### src/rtl/tgt_regfront_pkg.sv
package tgt_regfront_pkg;

    localparam int unsigned ADDR_W = 8;

    localparam logic [ADDR_W-1:0] OFF_CFG   = 8'h00;
    localparam logic [ADDR_W-1:0] OFF_STAT  = 8'h04;
    localparam logic [ADDR_W-1:0] OFF_IESET = 8'h08;
    localparam logic [ADDR_W-1:0] OFF_IECLR = 8'h0C;
    localparam logic [ADDR_W-1:0] OFF_IMASK = 8'h10;
    localparam logic [ADDR_W-1:0] OFF_DCTL  = 8'h14;
    localparam logic [ADDR_W-1:0] OFF_WB    = 8'h18;
    localparam logic [ADDR_W-1:0] OFF_WBL   = 8'h1C;
    localparam logic [ADDR_W-1:0] OFF_RB    = 8'h20;
    localparam logic [ADDR_W-1:0] OFF_RH    = 8'h24;

    localparam int unsigned B_EN      = 0;
    localparam int unsigned B_GATE    = 2;
    localparam int unsigned B_START   = 8;
    localparam int unsigned B_MATCH   = 9;
    localparam int unsigned B_STOP    = 10;
    localparam int unsigned B_RXPEND  = 11;
    localparam int unsigned B_TXSPACE = 12;

    localparam int unsigned B_FL_RX   = 0;
    localparam int unsigned B_FL_TX   = 1;
    localparam int unsigned B_UNLOCK  = 3;
    localparam int unsigned B_TXTRIG  = 4;
    localparam int unsigned B_RXTRIG  = 6;
    localparam int unsigned B_TXCNT   = 16;
    localparam int unsigned B_RXCNT   = 24;
    localparam int unsigned B_TXFULL  = 30;
    localparam int unsigned B_RXEMPTY = 31;

    localparam logic [1:0] TXTRIG_RST = 2'd3;
    localparam logic [1:0] RXTRIG_RST = 2'd2;

endpackage

### src/rtl/tgt_byte_fifo.sv
module tgt_byte_fifo #(
    parameter int unsigned W     = 8,
    parameter int unsigned DEPTH = 16,
    localparam int unsigned AW   = $clog2(DEPTH),
    localparam int unsigned CW   = $clog2(DEPTH + 1)
) (
    input  logic          clk,
    input  logic          rst_n,
    input  logic          flush,
    input  logic          push,
    input  logic [W-1:0]  din,
    input  logic          pop1,
    input  logic          pop2,
    output logic [W-1:0]  head0,
    output logic [W-1:0]  head1,
    output logic [CW-1:0] cnt
);

    typedef struct packed {
        logic [DEPTH-1:0][W-1:0] mem;
        logic [AW-1:0]           rd;
        logic [AW-1:0]           wr;
        logic [CW-1:0]           cnt;
    } fifo_st_t;

    fifo_st_t s_d, s_q;
    logic [1:0] npop;
    logic       do_push;

    always_comb begin
        s_d     = s_q;
        do_push = push && (s_q.cnt != CW'(DEPTH));
        if (pop2) begin
            npop = (s_q.cnt >= CW'(2)) ? 2'd2 : s_q.cnt[1:0];
        end else begin
            npop = (pop1 && s_q.cnt != '0) ? 2'd1 : 2'd0;
        end
        if (flush) begin
            s_d.rd  = '0;
            s_d.wr  = '0;
            s_d.cnt = '0;
        end else begin
            if (do_push) begin
                s_d.mem[s_q.wr] = din;
                s_d.wr          = s_q.wr + AW'(1);
            end
            s_d.rd  = s_q.rd + AW'(npop);
            s_d.cnt = s_q.cnt + CW'(do_push) - CW'(npop);
        end
    end

    always_ff @(posedge clk or negedge rst_n) begin
        if (!rst_n) s_q <= '0;
        else        s_q <= s_d;
    end

    assign head0 = s_q.mem[s_q.rd];
    assign head1 = s_q.mem[s_q.rd + AW'(1)];
    assign cnt   = s_q.cnt;

endmodule

### src/rtl/tgt_fifo_level.sv
module tgt_fifo_level #(
    parameter int unsigned DEPTH       = 16,
    parameter bit          TOP_IS_FULL = 1'b0,
    localparam int unsigned CW         = $clog2(DEPTH + 1)
) (
    input  logic [1:0]    code,
    input  logic [CW-1:0] level,
    output logic          hit
);

    localparam int unsigned THR_QTR  = (DEPTH / 4 > 0) ? DEPTH / 4 : 1;
    localparam int unsigned THR_HALF = (DEPTH / 2 > 0) ? DEPTH / 2 : 1;

    logic [CW-1:0] thr_top;
    logic [CW-1:0] thr;

    generate
        if (TOP_IS_FULL) begin : g_top_full
            assign thr_top = CW'(DEPTH);
        end else begin : g_top_near
            assign thr_top = CW'(DEPTH - 1);
        end
    endgenerate

    always_comb begin
        case (code)
            2'd0:    thr = CW'(1);
            2'd1:    thr = CW'(THR_QTR);
            2'd2:    thr = CW'(THR_HALF);
            default: thr = thr_top;
        endcase
        hit = (level >= thr);
    end

endmodule

### src/rtl/tgt_regfront.sv
module tgt_regfront
    import tgt_regfront_pkg::*;
#(
    parameter int unsigned DEPTH = 16
) (
    input  logic              clk,
    input  logic              rst_n,
    input  logic              reg_wr,
    input  logic              reg_rd,
    input  logic [ADDR_W-1:0] reg_addr,
    input  logic [31:0]       reg_wdata,
    output logic [31:0]       reg_rdata,
    input  logic              ev_start,
    input  logic              ev_stop,
    input  logic              ev_match,
    input  logic              ev_rx_valid,
    input  logic [7:0]        ev_rx_byte,
    input  logic              ev_tx_take,
    output logic              tx_avail,
    output logic [7:0]        tx_byte,
    output logic              tx_last,
    output logic              irq
);

    localparam int unsigned CW = $clog2(DEPTH + 1);

    typedef struct packed {
        logic       cfg_en;
        logic       cfg_gate;
        logic       st_start;
        logic       st_match;
        logic       st_stop;
        logic       msg_hit;
        logic [2:0] ien;
        logic [1:0] tx_trig;
        logic [1:0] rx_trig;
    } front_st_t;

    front_st_t s_d, s_q;

    logic          wr_cfg, wr_stat, wr_ieset, wr_ieclr, wr_dctl, wr_wb, wr_wbl;
    logic          rd_rb, rd_rh;
    logic          fl_rx, fl_tx;
    logic          rx_push, tx_push, tx_pop;
    logic [7:0]    rx_h0, rx_h1;
    logic [8:0]    tx_h0, tx_h1;
    logic [8:0]    tx_din;
    logic [CW-1:0] rx_cnt, tx_cnt, tx_space;
    logic          rxpend, txspace;
    logic [2:0]    live_irq;
    logic [31:0]   stat_word;

    assign wr_cfg   = reg_wr && (reg_addr == OFF_CFG);
    assign wr_stat  = reg_wr && (reg_addr == OFF_STAT);
    assign wr_ieset = reg_wr && (reg_addr == OFF_IESET);
    assign wr_ieclr = reg_wr && (reg_addr == OFF_IECLR);
    assign wr_dctl  = reg_wr && (reg_addr == OFF_DCTL);
    assign wr_wb    = reg_wr && (reg_addr == OFF_WB);
    assign wr_wbl   = reg_wr && (reg_addr == OFF_WBL);
    assign rd_rb    = reg_rd && (reg_addr == OFF_RB);
    assign rd_rh    = reg_rd && (reg_addr == OFF_RH);

    assign fl_rx    = wr_dctl && reg_wdata[B_FL_RX];
    assign fl_tx    = wr_dctl && reg_wdata[B_FL_TX];
    assign rx_push  = s_q.cfg_en && ev_rx_valid;
    assign tx_pop   = s_q.cfg_en && ev_tx_take;
    assign tx_push  = wr_wb || wr_wbl;
    assign tx_din   = {wr_wbl | reg_wdata[8], reg_wdata[7:0]};

    // Control and status state
    always_comb begin
        s_d = s_q;
        if (wr_cfg) begin
            s_d.cfg_en   = reg_wdata[B_EN];
            s_d.cfg_gate = reg_wdata[B_GATE];
        end
        if (wr_stat) begin
            if (reg_wdata[B_START]) s_d.st_start = 1'b0;
            if (reg_wdata[B_MATCH]) s_d.st_match = 1'b0;
            if (reg_wdata[B_STOP])  s_d.st_stop  = 1'b0;
        end
        if (wr_ieset) s_d.ien = s_q.ien | reg_wdata[B_TXSPACE:B_STOP];
        if (wr_ieclr) s_d.ien = s_q.ien & ~reg_wdata[B_TXSPACE:B_STOP];
        if (wr_dctl && reg_wdata[B_UNLOCK]) begin
            s_d.tx_trig = reg_wdata[B_TXTRIG +: 2];
            s_d.rx_trig = reg_wdata[B_RXTRIG +: 2];
        end
        if (s_q.cfg_en) begin
            if (ev_start) begin
                s_d.msg_hit = 1'b0;
                if (!s_q.cfg_gate) s_d.st_start = 1'b1;
            end
            if (ev_match) begin
                s_d.msg_hit  = 1'b1;
                s_d.st_match = 1'b1;
                if (s_q.cfg_gate) s_d.st_start = 1'b1;
            end
            if (ev_stop) begin
                if (!s_q.cfg_gate || s_q.msg_hit) s_d.st_stop = 1'b1;
                s_d.msg_hit = 1'b0;
            end
        end
    end

    always_ff @(posedge clk or negedge rst_n) begin
        if (!rst_n) begin
            s_q          <= '0;
            s_q.cfg_en   <= 1'b1;
            s_q.tx_trig  <= TXTRIG_RST;
            s_q.rx_trig  <= RXTRIG_RST;
        end else begin
            s_q <= s_d;
        end
    end

    tgt_byte_fifo #(.W(8), .DEPTH(DEPTH)) u_rxq (
        .clk   (clk),
        .rst_n (rst_n),
        .flush (fl_rx),
        .push  (rx_push),
        .din   (ev_rx_byte),
        .pop1  (rd_rb),
        .pop2  (rd_rh),
        .head0 (rx_h0),
        .head1 (rx_h1),
        .cnt   (rx_cnt)
    );

    tgt_byte_fifo #(.W(9), .DEPTH(DEPTH)) u_txq (
        .clk   (clk),
        .rst_n (rst_n),
        .flush (fl_tx),
        .push  (tx_push),
        .din   (tx_din),
        .pop1  (tx_pop),
        .pop2  (1'b0),
        .head0 (tx_h0),
        .head1 (tx_h1),
        .cnt   (tx_cnt)
    );

    assign tx_space = CW'(DEPTH) - tx_cnt;

    tgt_fifo_level #(.DEPTH(DEPTH), .TOP_IS_FULL(1'b0)) u_rxlvl (
        .code  (s_q.rx_trig),
        .level (rx_cnt),
        .hit   (rxpend)
    );

    tgt_fifo_level #(.DEPTH(DEPTH), .TOP_IS_FULL(1'b1)) u_txlvl (
        .code  (s_q.tx_trig),
        .level (tx_space),
        .hit   (txspace)
    );

    assign live_irq = {txspace, rxpend, s_q.st_stop} & s_q.ien;
    assign irq      = |live_irq;

    assign tx_avail = (tx_cnt != '0);
    assign tx_byte  = tx_h0[7:0];
    assign tx_last  = tx_h0[8];

    always_comb begin
        stat_word            = '0;
        stat_word[B_START]   = s_q.st_start;
        stat_word[B_MATCH]   = s_q.st_match;
        stat_word[B_STOP]    = s_q.st_stop;
        stat_word[B_RXPEND]  = rxpend;
        stat_word[B_TXSPACE] = txspace;
    end

    // Read mux
    always_comb begin
        reg_rdata = '0;
        case (reg_addr)
            OFF_CFG: begin
                reg_rdata[B_EN]   = s_q.cfg_en;
                reg_rdata[B_GATE] = s_q.cfg_gate;
            end
            OFF_STAT:  reg_rdata = stat_word;
            OFF_IESET: reg_rdata[B_TXSPACE:B_STOP] = s_q.ien;
            OFF_IMASK: reg_rdata[B_TXSPACE:B_STOP] = live_irq;
            OFF_DCTL: begin
                reg_rdata[B_TXTRIG +: 2] = s_q.tx_trig;
                reg_rdata[B_RXTRIG +: 2] = s_q.rx_trig;
                reg_rdata[B_TXCNT +: 5]  = 5'(tx_cnt);
                reg_rdata[B_RXCNT +: 5]  = 5'(rx_cnt);
                reg_rdata[B_TXFULL]      = (tx_cnt == CW'(DEPTH));
                reg_rdata[B_RXEMPTY]     = (rx_cnt == '0);
            end
            OFF_RB: begin
                if (rx_cnt != '0) reg_rdata[7:0] = rx_h0;
            end
            OFF_RH: begin
                if (rx_cnt != '0)       reg_rdata[7:0]  = rx_h0;
                if (rx_cnt >= CW'(2))   reg_rdata[15:8] = rx_h1;
            end
            default: reg_rdata = '0;
        endcase
    end

    logic unused_tx_h1;
    assign unused_tx_h1 = ^tx_h1;

endmodule

### config.mk
export PLATFORM = sky130hd
export DESIGN_NAME = tgt_regfront
export DESIGN_NICKNAME = d
export VERILOG_FILES = /design/src/rtl/tgt_regfront_pkg.sv /design/src/rtl/tgt_byte_fifo.sv /design/src/rtl/tgt_fifo_level.sv /design/src/rtl/tgt_regfront.sv
export SDC_FILE = /design/constraint.sdc
export NUM_CORES = 1
export LEC_CHECK = 0
export BUFFER_PORTS_ARGS = -buffer_cell sky130_fd_sc_hd__buf_2
export CAP_MARGIN = 20
export CORE_ASPECT_RATIO = 1.4
export CORE_MARGIN = 2
export CORE_UTILIZATION = 55
export DETAILED_ROUTE_END_ITERATION = 7
export PLACE_DENSITY_LB_ADDON = 0.25
export SYNTH_ARGS = -nofsm -noshare
export SYNTH_HDL_FRONTEND = slang
export SYNTH_HIERARCHICAL = 1
export SYNTH_SLANG_ARGS = --single-unit
### constraint.sdc
create_clock -name clk -period 3.65 [get_ports clk]
set_input_delay 0.73 -clock clk [delete_from_list [all_inputs] [get_ports clk]]
set_output_delay 0.73 -clock clk [all_outputs]
set_load 0.005 [all_outputs]
=== Word-level counts from Yosys, hierarchy flattened ===
Cells that the tools add are included.

* Register bits: 311
* Bits of input ports: 57
* Output and inout bits: 43
* Word-level logic and storage cells: 178

* $add $sub $neg: 10
* Magnitude comparators: 10
* Equality and inequality tests: 16
* Mux-type cells: 50
* Bitwise operators: 7
* Reductions and logical operators: 38

{| class="wikitable"
|+ Operators by type and width
! operator !! number
|-
| $bwmux 144 || 1
|-
| $bwmux 128 || 1
|-
| $bmux 8 s4 || 2
|-
| $mux 8 || 5
|-
| $bmux 9 s4 || 1
|-
| $demux 9 s4 || 1
|-
| $demux 8 s4 || 1
|-
| $eq 8x5->1 const B || 4
|-
| $mux 13 || 2
|-
| $lt 4x5->1 const B || 5
|-
| $logic_and 1x1->1 || 20
|-
| $mux 9 || 2
|-
| $eq 8x4->1 const B || 2
|-
| $eq 8x6->1 const B || 2
|-
| $pmux 5 s3 || 1
|-
| $mux 1 || 13
|-
| $add 4x1->4 const B || 3
|-
| $mux 3 || 4
|-
| $mux 4 || 3
|-
| $pmux 3 s4 || 1
|-
| $pmux 4 s3 || 1
|-
| $add 5x1->5 || 2
|-
| $mux 2 || 5
|-
| $mux 5 || 2
|-
| 31 further kinds || 47
|}

=== Longest topological paths before layout ===
* Word-level depth: 8
* Gate-level depth with buffers: 15
* Gate-level depth less buffers: 14

=== Modules after synthesis ===
Netlist, hierarchy kept.

{| class="wikitable"
|+ Modules (own cells, without submodules)
! module !! instances !! cells an instance !! area each (sq um)
|-
| tgt_byte_fifo at u_txq || 1 || 577 || 8,742.1
|-
| tgt_byte_fifo at u_rxq || 1 || 527 || 7,900.1
|-
| tgt_regfront || 1 || 131 || 1,224.9
|-
| tgt_fifo_level at u_rxlvl || 1 || 16 || 141.4
|-
| tgt_fifo_level at u_txlvl || 1 || 13 || 108.9
|}

=== Worst setup path before layout ===
No wires, ideal clock.

* Kind: input port to flip-flop
* Start: in reg_addr[1]
* End: reg u_rxq.s_q (netlist bit u_rxq/cnt[4])
* Arrival: 3.263 ns
* Setup slack: 0.255 ns
* Cell stages on the path: 15
* Cells stage by stage: nor4b_1 > buf_2 > clkbuf_1 > and3_1 > nor2b_1 > a31oi_1 > o21ai_0 > ha_1 > inv_1 > ha_1 > fa_1 > a21oi_1 > o21bai_1 > xor2_1 > nor2_1

{| class="wikitable"
|+ RTL lines
! what !! RTL line !! RTL
|-
| start, declared || tgt_regfront.sv:10 || <nowiki>input logic [ADDR_W-1:0] reg_addr,</nowiki>
|-
| end signal, assigned || tgt_byte_fifo.sv:53 || <nowiki>if (!rst_n) s_q <= '0;</nowiki>
|-
| end signal, assigned || tgt_byte_fifo.sv:54 || <nowiki>else s_q <= s_d;</nowiki>
|-
| end, declared || tgt_byte_fifo.sv:26 || <nowiki>fifo_st_t s_d, s_q;</nowiki>
|}

=== Worst setup path after layout ===
* Start: reg u_rxq/s_q[9] (netlist name)
* End: out reg_rdata[11]

* Longest elaborated chain between the ends: 5

{| class="wikitable"
|+ Ends and longest elaborated chain
! what !! RTL line !! RTL
|-
| $add 4x1->4 || tgt_byte_fifo.sv:58 || <nowiki>assign head1 = s_q.mem[s_q.rd + AW'(1)];</nowiki>
|-
| $bmux 8 s4 || tgt_byte_fifo.sv:58 ||
|-
| $mux 8 (implied by the code) || tgt_byte_fifo.sv:58 ||
|-
| net rx_h1[3] || tgt_regfront.sv:45 || <nowiki>logic [7:0] rx_h0, rx_h1;</nowiki>
|-
| $mux 8 || tgt_regfront.sv:196 || <nowiki>if (rx_cnt >= CW'(2)) reg_rdata[15:8] = rx_h1;</nowiki>
|-
| $pmux 3 s4 || tgt_regfront.sv:175 || <nowiki>case (reg_addr)</nowiki>
|-
| end, declared || tgt_regfront.sv:12 || <nowiki>output logic [31:0] reg_rdata,</nowiki>
|}

The timed path passes the listed nets, and every way through them passes these cells. The select of a mux whose other input is x is not followed.

==> summary.md <==
| Metric | Value |
|---|---|
| Vias/cell | 6.22 |
| First-pass iteration count of the detailed router | 7 |
| Slew Limit Fails | 0 |
| Hold/Removal Path Class | input port to async pin |
| Clk_skew | 0.0130 ns |
| Die area | ~32000 um^2 |
| Clk_lat worst skew | just under 0.6 ns |
| Via Count | 10.4k |
| Req. time, crit path | between 2 and 3 ns |
| R2R Path Start | s_q[12]$_DFFE_PN1P_ |
| Final-report hold violation count | 0 |
| Cell leakage power | 9.14 nW |
| Row count | 75 |
| Fmax | approximately 270 MHz |
| Initial antenna violation count | 3 |
| Final core utilization | 63.3% |
| Post-DP HPWL | 26.6 mm |
| TritonCTS buffer count | 31 |
| Core ar. | 30100 um^2 |
| Synthesized area per cell | 14.3 um^2 |
| Post-Place Cell Area | ~18000 um^2 |
| Pwr Density | 501 nW/um^2 |
| Routed len/inst | 24.2 um |
| Most common cell after layout, fill and taps aside | dfrtp_1 |
| Cell area after layout | 19100 um^2 |
| Area Overhead vs Synth | 12.7% |
| Synth warn | 6 |
| Final GP Congestion | 0.850 |
| Antenna Violating Nets Remaining | 0 |
| # clock sinks | 311 |
| Drt total wl | 40.4 mm |
| DRT iter0 DRCs | 626 |
| Worst Setup SP | u_rxq/s_q[9]$_DFF_PN0_ |
| Width of the chip | 152 um |
| Drt drc | 0 |
| Max Root-Sink Buffers | 3 |
| Initial Util | a little under three fifths |
| Largest net degree at the start of global routing | 90 |
| Final Setup Violations | 6 |
| Commonest cells after routing, fill and taps aside | dfrtp_1, mux2_2, mux4_2, buf_2, ha_1 |
| CP endpoint kind | primary output |
| Slew headroom | 39.0% |
| CP Data Arrival Time | 3.00 ns |
| Worst setup margin | -0.0844 ns |
| Total Nets Final | 1361 |
| Status | complete, but fails checks |
| Tcrit/Tclk final | 102% |
| Minimum clock period | 3.73 ns |
| RSZ-0062 raised after global routing | yes |
| Total gr overflow | 0 |
| Crit Path Category | register to primary output |
| Violated checks | negative setup slack |
| Post-synthesis cell area | roughly 17000 um^2 |
| CTS H-Tree Depth | 1 |
| TritonCTS clock tree | yes |
| Worst-path fanout max | 10 |
| Post-CTS Hold Fix Bufs | 0 |
| Startpoint types | register |
| Total GRT Usage | between 20% and 30% |
| CTS clock-pin slew for the worst setup and hold paths | 0.07 ns |
| Cells after Synth | 1179 |
| Die Y | 211 um |
| Peak VDD IR | 364 uV |
| First-pass GRT wire length | 62.6 mm |
| Share of cells above drive strength 1 | 48.0% |
| Vias in the first global route | 10.9k |
| Port-buffer cells | 76 |
| Max-cap violations | 0 |
| I/O pins | 100 |
| CTS root buffer | clkbuf_16 |
| Worst slew pin tran | 0.914 ns |
-- timing repair --
item,in CTS,in global routing
gates resized for setup,20,14
cloned,2,1
endpoints found under the setup margin,8,10
endpoints found under the hold margin,0,0
setup buffers,13,9
pin swaps,8,2
-- flip-flops by register name, summed over array words and instances, names as in the netlist, named ones only --
name and cells:
s_q 10, u_rxq/cnt 5, u_rxq/s_q 136, u_txq/cnt 5
u_txq/s_q 152
-- worst max-delay path: stages, from the launching register on --
cell and delay, ns:
dfrtp_4 0.49, ha_4 0.18, xor2_4 0.16, buf_12 0.17, mux4_2 0.51, mux2i_2 0.19
a21oi_2 0.12, a221o_1 0.42, buf_2 0.15
-- through the flow --
stage,std cells,TNS [ns],power [mW],worst slack (ns),hold WS (ns)
2_1_floorplan,1185,0,5.71,0.255,0.434
3_3_place_gp,1583,0,6.17,0.191,0.470
3_5_place_dp,1583,0,6.23,0.211,0.480
4_1_cts,1654,-0.377,9.51,-0.111,0.149
5_1_grt,1664,-0.796,10.0,-0.148,0.157
6_report,1666,-0.327,9.54,-0.0844,0.107
-- final cells by class --
class,instances,area (um^2)
antenna,2,5.00
clock buffer,45,878
clock inverter,11,125
fill,2246,11100
inverter,38,143
multi-input combinational,747,8630
sequential,311,7790
tap,385,482
timing repair buffer,127,1000
-- power by group --
group          internal [mW]  switching, mW
Combinational           1.17           1.27
Sequential              3.66          0.282
Clock                   1.81           1.35
Total                   6.64           2.90
-- layer usage --
metal / GRT usage, % / part of all wire (%) / up-vias
li1: - / - / 4574
met1: 29.2 / 37 / 5424
met2: 47.0 / 54 / 255
met3: 3.93 / 4.8 / 100
met4: 10.7 / 4.2 / 4
met5: 0 / 0.067 / -
-- path summary, 6_finish.rpt --
check | slack (ns) | cells after the start | endpoint
worst max-delay path | -0.08 | 8 | reg_rdata[11]
worst min-delay path | 0.11 | 1 | u_txq/cnt[4]$_DFF_PN0_
worst max register to register | 0.74 | 11 | u_rxq/cnt[4]$_DFF_PN0_
worst min register to register | 0.49 | 1 | u_txq/s_q[153]$_DFFE_PN0P_
max in group asynchronous | 2.54 | 2 | s_q[2]$_DFFE_PN1P_
min in group clk | 0.34 | 2 | s_q[7]$_DFFE_PN0P_
Note: power is estimated with default switching activity, not from simulation.
